==> src/rtl/flash_cmd_ctrl.sv <==
module flash_cmd_ctrl #(
  parameter int T_PROG = 6,
  parameter int T_PAGE = 10,
  parameter int T_SECT = 14,
  parameter int T_CHIP = 20
) (
  input  logic        clk,
  input  logic        rst_n,
  input  logic        bus_we,
  input  logic        bus_re,
  input  logic [18:0] bus_addr,
  input  logic [7:0]  bus_wdata,
  output logic [7:0]  bus_rdata,
  output logic [18:0] mem_raddr,
  input  logic [7:0]  mem_rdata,
  output logic        mem_we,
  output logic [18:0] mem_waddr,
  output logic [7:0]  mem_wdata,
  output logic        mem_clr,
  output logic [18:0] mem_clr_lo,
  output logic [18:0] mem_clr_hi
);

  localparam int TM1  = (T_PROG > T_PAGE) ? T_PROG : T_PAGE;
  localparam int TM2  = (T_SECT > T_CHIP) ? T_SECT : T_CHIP;
  localparam int TMAX = (TM1 > TM2) ? TM1 : TM2;
  localparam int CW   = $clog2(TMAX + 1);

  typedef enum logic [3:0] {IDLE, U1, U2, PSET, E1, E2, E3, LSET, BUSY} st_t;

  st_t         st;
  logic        id_mode, lk_top, op_prog, tog;
  logic [1:0]  lk;
  logic [CW-1:0] cnt;
  logic [18:0] op_lo, op_hi;
  logic [7:0]  op_data;

  wire busy    = (st == BUSY);
  wire done    = busy && (cnt == '0);
  wire a5555   = (bus_addr == 19'h05555);
  wire a2aaa   = (bus_addr == 19'h02AAA);
  wire unlock1 = a5555 && (bus_wdata == 8'hAA);
  wire unlock2 = a2aaa && (bus_wdata == 8'h55);

  wire [18:0] lk_lo = lk_top ? (lk[0] ? 19'h70000 : 19'h7C000) : 19'h00000;
  wire [18:0] lk_hi = lk_top ? 19'h7FFFF : (lk[0] ? 19'h0FFFF : 19'h03FFF);

  function automatic logic hits(input logic [18:0] lo, input logic [18:0] hi);
    return lk[1] && (lo <= lk_hi) && (hi >= lk_lo);
  endfunction

  logic [18:0]   ers_lo, ers_hi;
  logic          ers_ok;
  logic [CW-1:0] ers_t;
  always_comb begin
    ers_ok = 1'b1;
    ers_lo = '0;
    ers_hi = 19'h7FFFF;
    ers_t  = CW'(T_CHIP - 1);
    case (bus_wdata)
      8'h10: ers_ok = a5555;
      8'h30: begin
        ers_lo = {bus_addr[18:16], 16'h0000};
        ers_hi = {bus_addr[18:16], 16'hFFFF};
        ers_t  = CW'(T_SECT - 1);
      end
      8'h50: begin
        ers_lo = {bus_addr[18:12], 12'h000};
        ers_hi = {bus_addr[18:12], 12'hFFF};
        ers_t  = CW'(T_PAGE - 1);
      end
      default: ers_ok = 1'b0;
    endcase
  end

  always_ff @(posedge clk) begin
    if (!rst_n) begin
      st <= IDLE; id_mode <= 1'b0; lk <= 2'b00; lk_top <= 1'b0;
      cnt <= '0; op_prog <= 1'b0; op_lo <= '0; op_hi <= '0;
      op_data <= '0; tog <= 1'b0;
    end else if (busy) begin
      if (bus_re) tog <= ~tog;
      if (done) begin
        st <= IDLE;
        id_mode <= 1'b0;
      end else cnt <= cnt - 1'b1;
    end else if (bus_we) begin
      st <= IDLE;
      id_mode <= 1'b0;
      case (st)
        IDLE: if (unlock1) begin st <= U1; id_mode <= id_mode; end
        U1:   if (unlock2) begin st <= U2; id_mode <= id_mode; end
        U2: if (a5555) begin
          id_mode <= id_mode;
          case (bus_wdata)
            8'hA0:   st <= PSET;
            8'h80:   st <= E1;
            8'h40:   st <= LSET;
            8'h90:   id_mode <= 1'b1;
            default: id_mode <= 1'b0;
          endcase
        end
        PSET: if (!hits(bus_addr, bus_addr)) begin
          st <= BUSY; cnt <= CW'(T_PROG - 1); op_prog <= 1'b1;
          op_lo <= bus_addr; op_hi <= bus_addr; op_data <= bus_wdata; tog <= 1'b0;
        end
        E1: if (unlock1) begin st <= E2; id_mode <= id_mode; end
        E2: if (unlock2) begin st <= E3; id_mode <= id_mode; end
        E3: if (ers_ok && !hits(ers_lo, ers_hi)) begin
          st <= BUSY; cnt <= ers_t; op_prog <= 1'b0;
          op_lo <= ers_lo; op_hi <= ers_hi; op_data <= 8'h00; tog <= 1'b0;
        end
        LSET: if (!lk[1] && bus_wdata[7:1] == 7'b0000001) begin
          lk <= bus_wdata[1:0];
          lk_top <= bus_addr[18];
        end
        default: ;
      endcase
    end
  end

  logic [7:0] id_data;
  always_comb begin
    case (bus_addr[1:0])
      2'd0: id_data = 8'hDA;
      2'd1: id_data = 8'hB6;
      2'd2: id_data = (lk[1] && ((lk_top && bus_addr == 19'h7FFF2) ||
                       (!lk_top && bus_addr == 19'h00002))) ? {6'b0, lk} : 8'h00;
      default: id_data = 8'h00;
    endcase
  end

  assign bus_rdata  = busy ? {op_prog & ~op_data[7], tog, 6'b0} :
                      id_mode ? id_data : mem_rdata;
  assign mem_raddr  = busy ? op_lo : bus_addr;
  assign mem_we     = done && op_prog;
  assign mem_waddr  = op_lo;
  assign mem_wdata  = mem_rdata & op_data;
  assign mem_clr    = done && !op_prog;
  assign mem_clr_lo = op_lo;
  assign mem_clr_hi = op_hi;

endmodule

==> config.mk <==
export PLATFORM = sky130hd
export DESIGN_NAME = flash_cmd_ctrl
export DESIGN_NICKNAME = d
export VERILOG_FILES = /design/src/rtl/flash_cmd_ctrl.sv
export SDC_FILE = /design/constraint.sdc
export NUM_CORES = 1
export LEC_CHECK = 0
export BUFFER_PORTS_ARGS = -buffer_cell sky130_fd_sc_hd__buf_2
export CORE_ASPECT_RATIO = 1.4
export CORE_MARGIN = 3
export CORE_UTILIZATION = 45
export CTS_CLUSTER_DIAMETER = 60
export DETAILED_ROUTE_END_ITERATION = 10
export GPL_TIMING_DRIVEN = 0
export PLACE_DENSITY = 0.79
export SLEW_MARGIN = 20
export SYNTH_ARGS = -nofsm -noshare
export SYNTH_HDL_FRONTEND = slang
export SYNTH_SLANG_ARGS = --single-unit
export TNS_END_PERCENT = 50
==> constraint.sdc <==
create_clock -name clk -period 6.15 [get_ports clk]
set_input_delay 0.615 -clock clk [delete_from_list [all_inputs] [get_ports clk]]
set_output_delay 0.615 -clock clk [all_outputs]
set_load 0.05 [all_outputs]
==> results of run 1 <==
==> power breakdown <==
part           internal [mW]   switching (mW)  leakage (nW)
registers              0.396  0.0000000000111         0.491
logic                 0.0300           0.0862          1.67
clock network          0.292            0.177         0.138
total                  0.718            0.263          2.30
==> registers in the layout, indices dropped and copies added (netlist names) <==
signal	cells
mem_clr_hi	19
cnt	5
op_prog	1
tog	1
lk	2
mem_clr_lo	19
op_data	8
st	4
id_mode	1
lk_top	1
==> layer usage <==
| metal | global-route usage (%) | vias to the layer above |
|---|---|---|
| met2 | 46.6 | 282 |
| met5 | 0 | - |
| met1 | 32.9 | 2171 |
| li1 | - | 2222 |
| met3 | 4.76 | 37 |
| met4 | 11.4 | 0 |
==> stage by stage <==
step	power, mW	hold slack (ns)	setup slack, ns	util (%)
6_report	0.980	0.448	1.62	58.6
5_1_grt	1.00	0.469	1.50	58.6
4_1_cts	0.979	0.451	1.71	58.6
3_5_place_dp	0.518	0.445	1.38	55.4
3_3_place_gp	0.516	0.432	1.45	55.3
2_1_floorplan	0.473	0.424	2.66	-
==> worst min-delay path, stage by stage, from the launching register on <==
cell and delay, ns:
dfxtp_1 0.30, nand2_1 0.05, o21ai_1 0.05
==> final cells by class <==
class,instances,share of cell area [%]
well taps,105,2.59
plain buffers,60,6.80
clock inverters,4,0.444
repair buffers,128,12.6
inverters,9,0.666
multi-input cells,418,47.8
flip-flops and latches,61,24.1
clock buffers,12,5.05
==> kinds of logic after synthesis <==
| logic type | count (synthesis) | synth area share (%) |
|---|---|---|
| buffers and inverters | 69 | 9.43 |
| muxes | 2 | 0.498 |
| AOI/OAI and AO/OA | 125 | 19.3 |
| DFF | 61 | 30.4 |
| adders and majority gates | 17 | 5.29 |
| and+or+nand+nor | 271 | 34.4 |
| xor gates and xnor gates | 3 | 0.654 |
==> placed cells by master (no fill, tap or decap), types with 5 or more instances in the layout <==
cell type and n:
or3_1 6, inv_1 9, buf_2 128, ha_1 17, nand3b_1 8, nand3_1 15, or4_1 5, nor2b_1 9
nor2_1 24, and2_1 14, o211ai_1 20, dfxtp_1 61, a21oi_1 15, o21ai_1 11, nor3_1 7, nor4_1 5
nand2b_1 9, nand4_1 31, nand2_1 119, clkbuf_1 33, buf_4 20, o21ai_0 47, clkbuf_16 9, buf_6 6
==> path summary, 6_finish.rpt <==
path,endpoint,slack (ns),cells after the start
worst max-delay path,cnt[2],1.62,15
worst min-delay path,op_data[1],0.45,2
worst max register to register,mem_clr_lo[17],2.93,9
worst min register to register,op_data[1],0.45,2
==> results.yml, run 1 <==
setup_path:
  path_class: "in2reg"
  crit_fanout: 10
  start_kind: "input pin"
  reg2reg_from: "lk_top"
  worstPathArrival_ns: 4.73
  critPathBufInv: 3
  crit_chain: "buf_2, nor4_1, nand3b_1, nor2_1, nand2b_1, ha_1, o2111ai_1, a31oi_1, a211oi_1, nor4bb_1, nor4b_4, buf_6, buf_6, o21ai_0, o21ai_0"
  cp-startpoint: "bus_wdata[0]"
  max_stage_delay_ns: 0.79
  worst_path_dominant_cell_family: "simple AND/OR/NAND/NOR gates"
  cp.required_ns: 6.34
  cp-end-kind: "flip-flop"
  cp_slowest_cell: "nor4_1"
pwr:
  p_per_area_nw_per_um2: 193
  leakagePower_nw: 2.30
  max-vdd-ir-drop_v: 0.000145
cts:
  cts_buffer_depth: 2
  cts_resized: 0
  cts-hold-fix-buffers: 0
  clk_latency_ns: 0.33
  cts_tree: "done"
  htreeDepth: 3
  cts_setup_buffers: 0
  cts_made_buffers: 9
  cts_root_buf: "clkbuf_16"
  cts_num_sinks: 61
  cts.clk_slew.worst_paths_ns: 0.05
placement:
  globalplace.congestion: 0.939
  portBuffers: 128
  dp_hpwl_um: 10700
  place_area_sq_um: 4800
  dp_cells: 781
route:
  final_antenna_net_count: 0
  firstDrtPassIters: 8
  wl_met3_um: 1170
  met1_length_um: 5570
  first_iter_violations: 374
  met2_length_um: 7030
  wl_per_cell_um: 17.8
  wirelength_um: 14200
  highest_layer: "met4"
  vias_per_cell: 5.91
  via_count: 4712
  drc: 2
global_routing:
  grt_pass1_wl_um: 21900
  track_usage_pct: 27.2
  grt_antenna_before_repair: 0
  grt_overflow: 0
  grt_pass1_vias: 4323
  grt_max_degree: 11
final_layout:
  register_area_sq_um: 1220
  fin_cells: 797
  n_antenna_cell: 0
  nNetsFinal: 743
  drive_gt1_share_pct: 25.1
  multi_input_area_sq_um: 2420
  syn_to_final_growth_pct: 26.3
  fin_area_sq_um: 5080
  final.fill_count: 827
hold_path:
  hold_class: "reg2reg"
  min_from: "op_data[1]"
synthesis:
  yosysUniqueCellTypes: 53
  ys_seq_elements: 61
  synth-edff-count: 0
  synthArstFlopShare_pct: 0
  synth.area.top_cells: "dfxtp_1 30%, nand2_1 11%, o21ai_0 5.9%"
  synth.most_common_cell: "nand2_1"
  seq_area_frac_synth_pct: 30.4
  syn_avg_cell_area_sq_um: 7.33
  yosys-top-cells-count: "119 x nand2_1, 61 x dfxtp_1, 47 x o21ai_0"
  ys.flop_type: "dfxtp_1"
  ys_warn_count: 0
  yosysTopAreaCell: "dfxtp_1"
  synth_nets: 604
  synth_top_area_share_pct: 30.4
  netlist_area_sq_um: 4020
  postSynthCellCount: 548
timing:
  finalSetupViolations: 0
  min_period_ns: 4.53
  rsz0062_at_grt: "false"
  drv_slew: 0
  fin_setup_tns_ns: 0
  finalCritPeriodShare_pct: 73.7
  worst_slew_pin_slew_ns: 0.926
  skew_ns: 0.00376
  fmax_mhz: 221
  hold_viol: 0
  max_slew_margin_pct: 37.7
die:
  io_pins: 133
  core-area_sq_um: 8660
  rows: 40
  initial_utilization_pct: 46.4
  die-area_sq_um: 10100
  die_w_um: 85.9
  die-height_um: 118
status:
  outcome: "finished, violations left"
  violations: "DRC"
run:
  maxCapViolCount: 0
No activity file was read; power rests on OpenSTA's default activity.
==> run 2: changes to the inputs <==
--- a/config.mk
+++ b/config.mk
@@ -5,6 +5,7 @@
 export SDC_FILE = /design/constraint.sdc
 export NUM_CORES = 1
 export LEC_CHECK = 0
+export ABC_AREA = 1
 export BUFFER_PORTS_ARGS = -buffer_cell sky130_fd_sc_hd__buf_2
 export CORE_ASPECT_RATIO = 1.4
 export CORE_MARGIN = 3
@@ -12,7 +13,7 @@
 export CTS_CLUSTER_DIAMETER = 60
 export DETAILED_ROUTE_END_ITERATION = 10
 export GPL_TIMING_DRIVEN = 0
-export PLACE_DENSITY = 0.79
+export PLACE_DENSITY = 0.78
 export SLEW_MARGIN = 20
 export SYNTH_ARGS = -nofsm -noshare
 export SYNTH_HDL_FRONTEND = slang
==> constraint.sdc (replaced) <==
create_clock -name clk -period 4.5 [get_ports clk]
set_input_delay 0.45 -clock clk [delete_from_list [all_inputs] [get_ports clk]]
set_output_delay 0.45 -clock clk [all_outputs]
set_load 0.05 [all_outputs]
==> run 2 against run 1 <==
Net effect: the run now ends clean; non-clock buffer count down 12; sequential share of layout area decreased by 1.5 points; critical endpoint is now mem_raddr[18]; critical path type is now reg2out; critical path depth decreased by 6; global-route usage is 0.87 points lower; combinational power increased by 72%; power increased by 39%; highest routed layer unchanged; first-iteration DRC count up 7.2%.
==> results.yml, run 2 <==
cts:
  clk_latency_ns: 0.33
  cts_num_sinks: 61
  cts_tree: "done"
  cts-hold-fix-buffers: 0
  htreeDepth: 3
  cts_setup_buffers: 0
  cts_made_buffers: 9
  cts.clk_slew.worst_paths_ns: 0.06
  cts_resized: 0
  cts_buffer_depth: 2
  cts_root_buf: "clkbuf_16"
route:
  wl_met3_um: 967
  final_antenna_net_count: 0
  firstDrtPassIters: 5
  met1_length_um: 5790
  met2_length_um: 7030
  wirelength_um: 14300
  wl_per_cell_um: 14.6
  via_count: 5137
  highest_layer: "met4"
  drc: 0
  first_iter_violations: 401
  vias_per_cell: 5.24
synthesis:
  yosysUniqueCellTypes: 37
  synth-edff-count: 0
  synth_top_area_share_pct: 28.0
  synth.area.top_cells: "dfxtp_1 28%, nand2_1 15%, nor2_1 13%"
  postSynthCellCount: 725
  synth_nets: 781
  ys.flop_type: "dfxtp_1"
  yosysTopAreaCell: "dfxtp_1"
  netlist_area_sq_um: 4360
  synthArstFlopShare_pct: 0
  ys_seq_elements: 61
  syn_avg_cell_area_sq_um: 6.01
  yosys-top-cells-count: "176 x nand2_1, 152 x nor2_1, 73 x inv_1"
  ys_warn_count: 0
  synth.most_common_cell: "nand2_1"
  seq_area_frac_synth_pct: 28.0
placement:
  portBuffers: 132
  dp_slack_ns: 1.39
  dp_hpwl_um: 11100
  place_area_sq_um: 5150
  globalplace.congestion: 0.992
setup_path:
  cp-end-kind: "output port"
  start_kind: "flip-flop"
  reg2regPathDepth: 14
  path_class: "reg2out"
  critPathBufInv: 5
  worst_path_dominant_cell_family: "buffers and inverters"
  cp.required_ns: 4.05
  worstPathArrival_ns: 2.54
  reg2reg_from: "lk_top"
  crit_fanout: 10
  r2r_setup_slack_ns: 1.95
  cp_slowest_cell: "buf_1"
  crit_chain: "buf_2, nor2_1, nand3_1, inv_1, buf_2, buf_1, nand2_1, o21ai_0, buf_2"
  max_stage_delay_ns: 0.51
  crit_path_frequent_cell: "buf_2"
  r2r-end: "mem_clr_lo[8]"
die:
  die-height_um: 122
  die-area_sq_um: 10900
  core-area_sq_um: 9230
  rows: 41
  initial_utilization_pct: 47.2
  io_pins: 133
  die_w_um: 89.2
timing:
  rsz0062_at_grt: "false"
  finalCritPeriodShare_pct: 66.5
  worst_slew_pin_slew_ns: 0.610
  max_slew_margin_pct: 59.3
  hold_viol: 0
  setup_ws_ns: 1.51
  fin_setup_tns_ns: 0
  min_period_ns: 2.99
  finalSetupViolations: 0
  drv_slew: 0
  skew_ns: 0.00497
  fmax_mhz: 334
final_layout:
  final_common_cell: "nand2_1"
  syn_to_final_growth_pct: 24.2
  final_cell_mix: "176 x nand2_1, 152 x nor2_1, 137 x buf_2, 73 x inv_1, 61 x dfxtp_1"
  nNetsFinal: 924
  n_antenna_cell: 0
  drive_gt1_share_pct: 23.6
  final_core_util_pct: 58.6
  fin_area_sq_um: 5420
global_routing:
  grt_pass1_wl_um: 22300
  grt_overflow: 0
  grt_pass1_vias: 4623
  grt_max_degree: 12
  grt_antenna_before_repair: 0
  track_usage_pct: 26.3
pwr:
  leakagePower_nw: 2.77
  p_per_area_nw_per_um2: 251
  max-vdd-ir-drop_v: 0.000186
status:
  outcome: "completed"
hold_path:
  holdPathStages: 3
  hold_class: "in2reg"
  min_from: "rst_n"
  hold_path_end: "mem_clr_hi[12]"
run:
  maxCapViolCount: 0
[run 2: power by group]
part / internal, mW / switching [mW] / leakage [nW]
clock: 0.368 / 0.250 / 0.129
combinational: 0.0501 / 0.150 / 2.15
sequential: 0.541 / 0.000838 / 0.491
total: 0.959 / 0.400 / 2.77
[run 2: how the worst max path moves through the flow]
stage            startpoint        endpoint  depth (start not counted)
2_1_floorplan         st[0]    mem_raddr[0]                          7
3_3_place_gp   bus_wdata[1]      op_data[7]                         18
3_5_place_dp   bus_wdata[1]  mem_clr_lo[11]                         18
4_1_cts               st[0]   mem_raddr[18]                          9
5_1_grt               st[0]    mem_raddr[4]                          9
6_report              st[0]   mem_raddr[18]                          9
[run 2: metal layers]
metal / GRT usage [%] / up-vias
met4: 12.1 / 0
met3: 4.50 / 38
li1: - / 2576
met5: 0 / -
met1: 32.1 / 2312
met2: 44.4 / 211
[run 2: through the flow]
stage | hold WS (ns) | power (mW) | std cells
3_5_place_dp | 0.459 | 0.750 | 964
6_report | 0.411 | 1.36 | 980
3_3_place_gp | 0.449 | 0.750 | 964
5_1_grt | 0.438 | 1.41 | 980
2_1_floorplan | 0.439 | 0.679 | 725
4_1_cts | 0.402 | 1.36 | 980
[run 2: tightest hold or removal path, delay by kind of cell]
family	cells	cell delay, ns
compound gates	1	0.07
buf+inv	1	0.13
simple gates	1	0.04
[run 2: layout make-up]
cell class                 count  area [sq um]
buffer                        44           273
clock buffer                  11           233
clock inverter                 5          27.5
fill                         968          3820
inverter                      85           319
multi-input combinational    535          2550
sequential                    61          1220
tap                          107           134
timing repair buffer         132           661
[run 2: cell families (layout without fill, tap and decap cells)]
| kind of cell | Yosys count | in the layout | share of synthesized area (%) |
|---|---|---|---|
| AO/OA/AOI/OAI | 86 | 86 | 11.0 |
| XOR/XNOR | 1 | 1 | 0.201 |
| adder cells (fa/ha/maj) | 17 | 17 | 4.88 |
| buffers and inverters | 129 | 277 | 13.6 |
| flip-flops | 61 | 61 | 28.0 |
| AND/OR/NAND/NOR | 431 | 431 | 42.3 |
==> run 3: changes to the inputs <==
==> constraint.sdc (replaced) <==
create_clock -name clk -period 3 [get_ports clk]
set_input_delay 0.3 -clock clk [delete_from_list [all_inputs] [get_ports clk]]
set_output_delay 0.3 -clock clk [all_outputs]
set_load 0.05 [all_outputs]
==> run 3 against run 2 <==
Net effect: sequential power increased by 50%; clock power up 50%; critical path depth rose by 9; sequential share of layout area about the same; power increased by 50%; first-iteration DRC count grew 5.2%; global-route usage stayed put; final cell count unchanged; clock-buffer cell count is the same; via count shrank 0.21%; setup slack got worse by 1.2 ns; design area is essentially flat; critical path type is now in2reg; largest cell class unchanged; largest power group unchanged.
==> results.yml, run 3 (synthesized netlist as in run 2, its figures left out) <==
status:
  outcome: "completed"
final_layout:
  syn_to_final_growth_pct: 24.2
  drive_gt1_share_pct: 23.8
  final_common_cell: "nand2_1"
  final_cell_mix: "176 x nand2_1, 152 x nor2_1, 137 x buf_2, 73 x inv_1, 61 x dfxtp_1"
  n_antenna_cell: 0
  nNetsFinal: 924
global_routing:
  grt_pass1_vias: 4623
  grt_antenna_before_repair: 0
  grt_pass1_wl_um: 22300
  grt_overflow: 0
  grt_max_degree: 12
  track_usage_pct: 26.3
route:
  wirelength_um: 14300
  first_iter_violations: 422
  wl_per_cell_um: 14.6
  vias_per_cell: 5.23
  via_count: 5126
  firstDrtPassIters: 5
  drc: 0
  final_antenna_net_count: 0
cts:
  htreeDepth: 3
  clk_latency_ns: 0.33
  cts-hold-fix-buffers: 0
  cts_root_buf: "clkbuf_16"
  cts_made_buffers: 9
  cts_num_sinks: 61
  cts_buffer_depth: 2
  cts_tree: "done"
  cts.clk_slew.worst_paths_ns: 0.05
setup_path:
  cp_slowest_cell: "a21oi_4"
  cp-startpoint: "bus_wdata[7]"
  cp.required_ns: 3.25
  reg2reg_from: "lk_top"
  path_class: "in2reg"
  max_stage_delay_ns: 0.26
  crit_chain: "buf_2, nor2_1, nand3_1, a21oi_4, inv_1, nor2_1, ha_1, nand2_1, nand2_1, o21bai_1, a21oi_1, nand2_1, nand2_4, nand2_4, nand2_4, buf_2, nand2_1, a21oi_1"
  r2r_setup_slack_ns: 0.45
  crit_path_end: "mem_clr_lo[11]"
  crit_fanout: 10
  reg2regPathDepth: 14
  crit_path_frequent_cell: "nand2_1"
  r2r-end: "mem_clr_lo[8]"
  start_kind: "input pin"
  cp-end-kind: "flip-flop"
  worstPathArrival_ns: 2.94
die:
  core-area_sq_um: 9230
  die-area_sq_um: 10900
  die-height_um: 122
  io_pins: 133
  rows: 41
  die_w_um: 89.2
  initial_utilization_pct: 47.2
placement:
  globalplace.congestion: 0.992
  portBuffers: 132
  dp_slack_ns: 0.0388
  dp_hpwl_um: 11100
pwr:
  max-vdd-ir-drop_v: 0.000278
  leakagePower_nw: 2.77
  p_per_area_nw_per_um2: 376
run:
  maxCapViolCount: 0
timing:
  max_slew_margin_pct: 59.9
  worst_slew_pin_slew_ns: 0.601
  fmax_mhz: 372
  finalSetupViolations: 0
  hold_viol: 0
  setup_ws_ns: 0.312
  finalCritPeriodShare_pct: 89.6
  rsz0062_at_grt: "false"
  skew_ns: 0.00512
  min_period_ns: 2.69
  fin_setup_tns_ns: 0
  drv_slew: 0
hold_path:
  hold_class: "in2reg"
[run 3: cell count changes in the layout (fill, tap and decap cells not counted), sizes merged]
cell,before,now
buf,164,162
clkbuf,23,25
[run 3: through the flow]
| step | instances | util, % | hold WS, ns | power, mW | cell area [sq um] |
|---|---|---|---|---|---|
| detailed placement | 964 | 55.8 | 0.459 | 1.13 | 5150 |
| CTS | 980 | 58.6 | 0.252 | 2.04 | 5420 |
| finish | 980 | 58.7 | 0.262 | 2.04 | 5420 |
| global route | 980 | 58.7 | 0.288 | 2.11 | 5420 |
| floorplan | 725 | - | 0.435 | 1.02 | 4360 |
| global placement | 964 | 55.8 | 0.449 | 1.13 | 5150 |
[run 3: repair_timing]
action                                  CTS  global route
gates resized for setup                   0             2
endpoints found under the setup margin    0            11
buffers inserted                          0             0
[run 3: worst min path at each step]
stage / start / endpoint / slack, ns / cells past startpoint
final: rst_n / mem_clr_hi[12] / 0.26 / 3
after global routing: rst_n / mem_clr_hi[13] / 0.29 / 3
after CTS: rst_n / mem_clr_hi[12] / 0.25 / 3
after detailed placement: lk[1] / lk[1] / 0.46 / 2
after global placement: tog / tog / 0.45 / 2
after floorplan: bus_addr[0] / mem_clr_hi[0] / 0.43 / 2
[run 3: layer usage]
layer  routed length, um  track usage [%]  share of wire, %
met5                   0                0                 0
met4                 504             12.1               3.5
met3                 832             4.50               5.8
met2                7060             44.4                49
met1                5890             32.1                41
[run 3: worst max-delay path, delay by kind of cell]
family          cells  cell delay [ns]
compound gates      4             0.69
buf+inv             3             0.47
fa+ha+maj           1             0.25
simple gates       10             1.23
[run 3: area by class of cell]
cell class                 count  area (sq um)
tap                          107           134
buffer                        44           275
clock inverter                 5          27.5
multi-input combinational    535          2550
inverter                      85           319
fill                         968          3820
sequential                    61          1220
clock buffer                  11           233
timing repair buffer         132           661
[run 3: report_power, final]
part / leakage [nW] / total (mW) / internal, mW / switching [mW]
Clock: 0.129 / 0.927 / 0.552 / 0.374
Sequential: 0.491 / 0.813 / 0.811 / 0.00128
Combinational: 2.15 / 0.299 / 0.0751 / 0.224
Total: 2.77 / 2.04 / 1.44 / 0.599
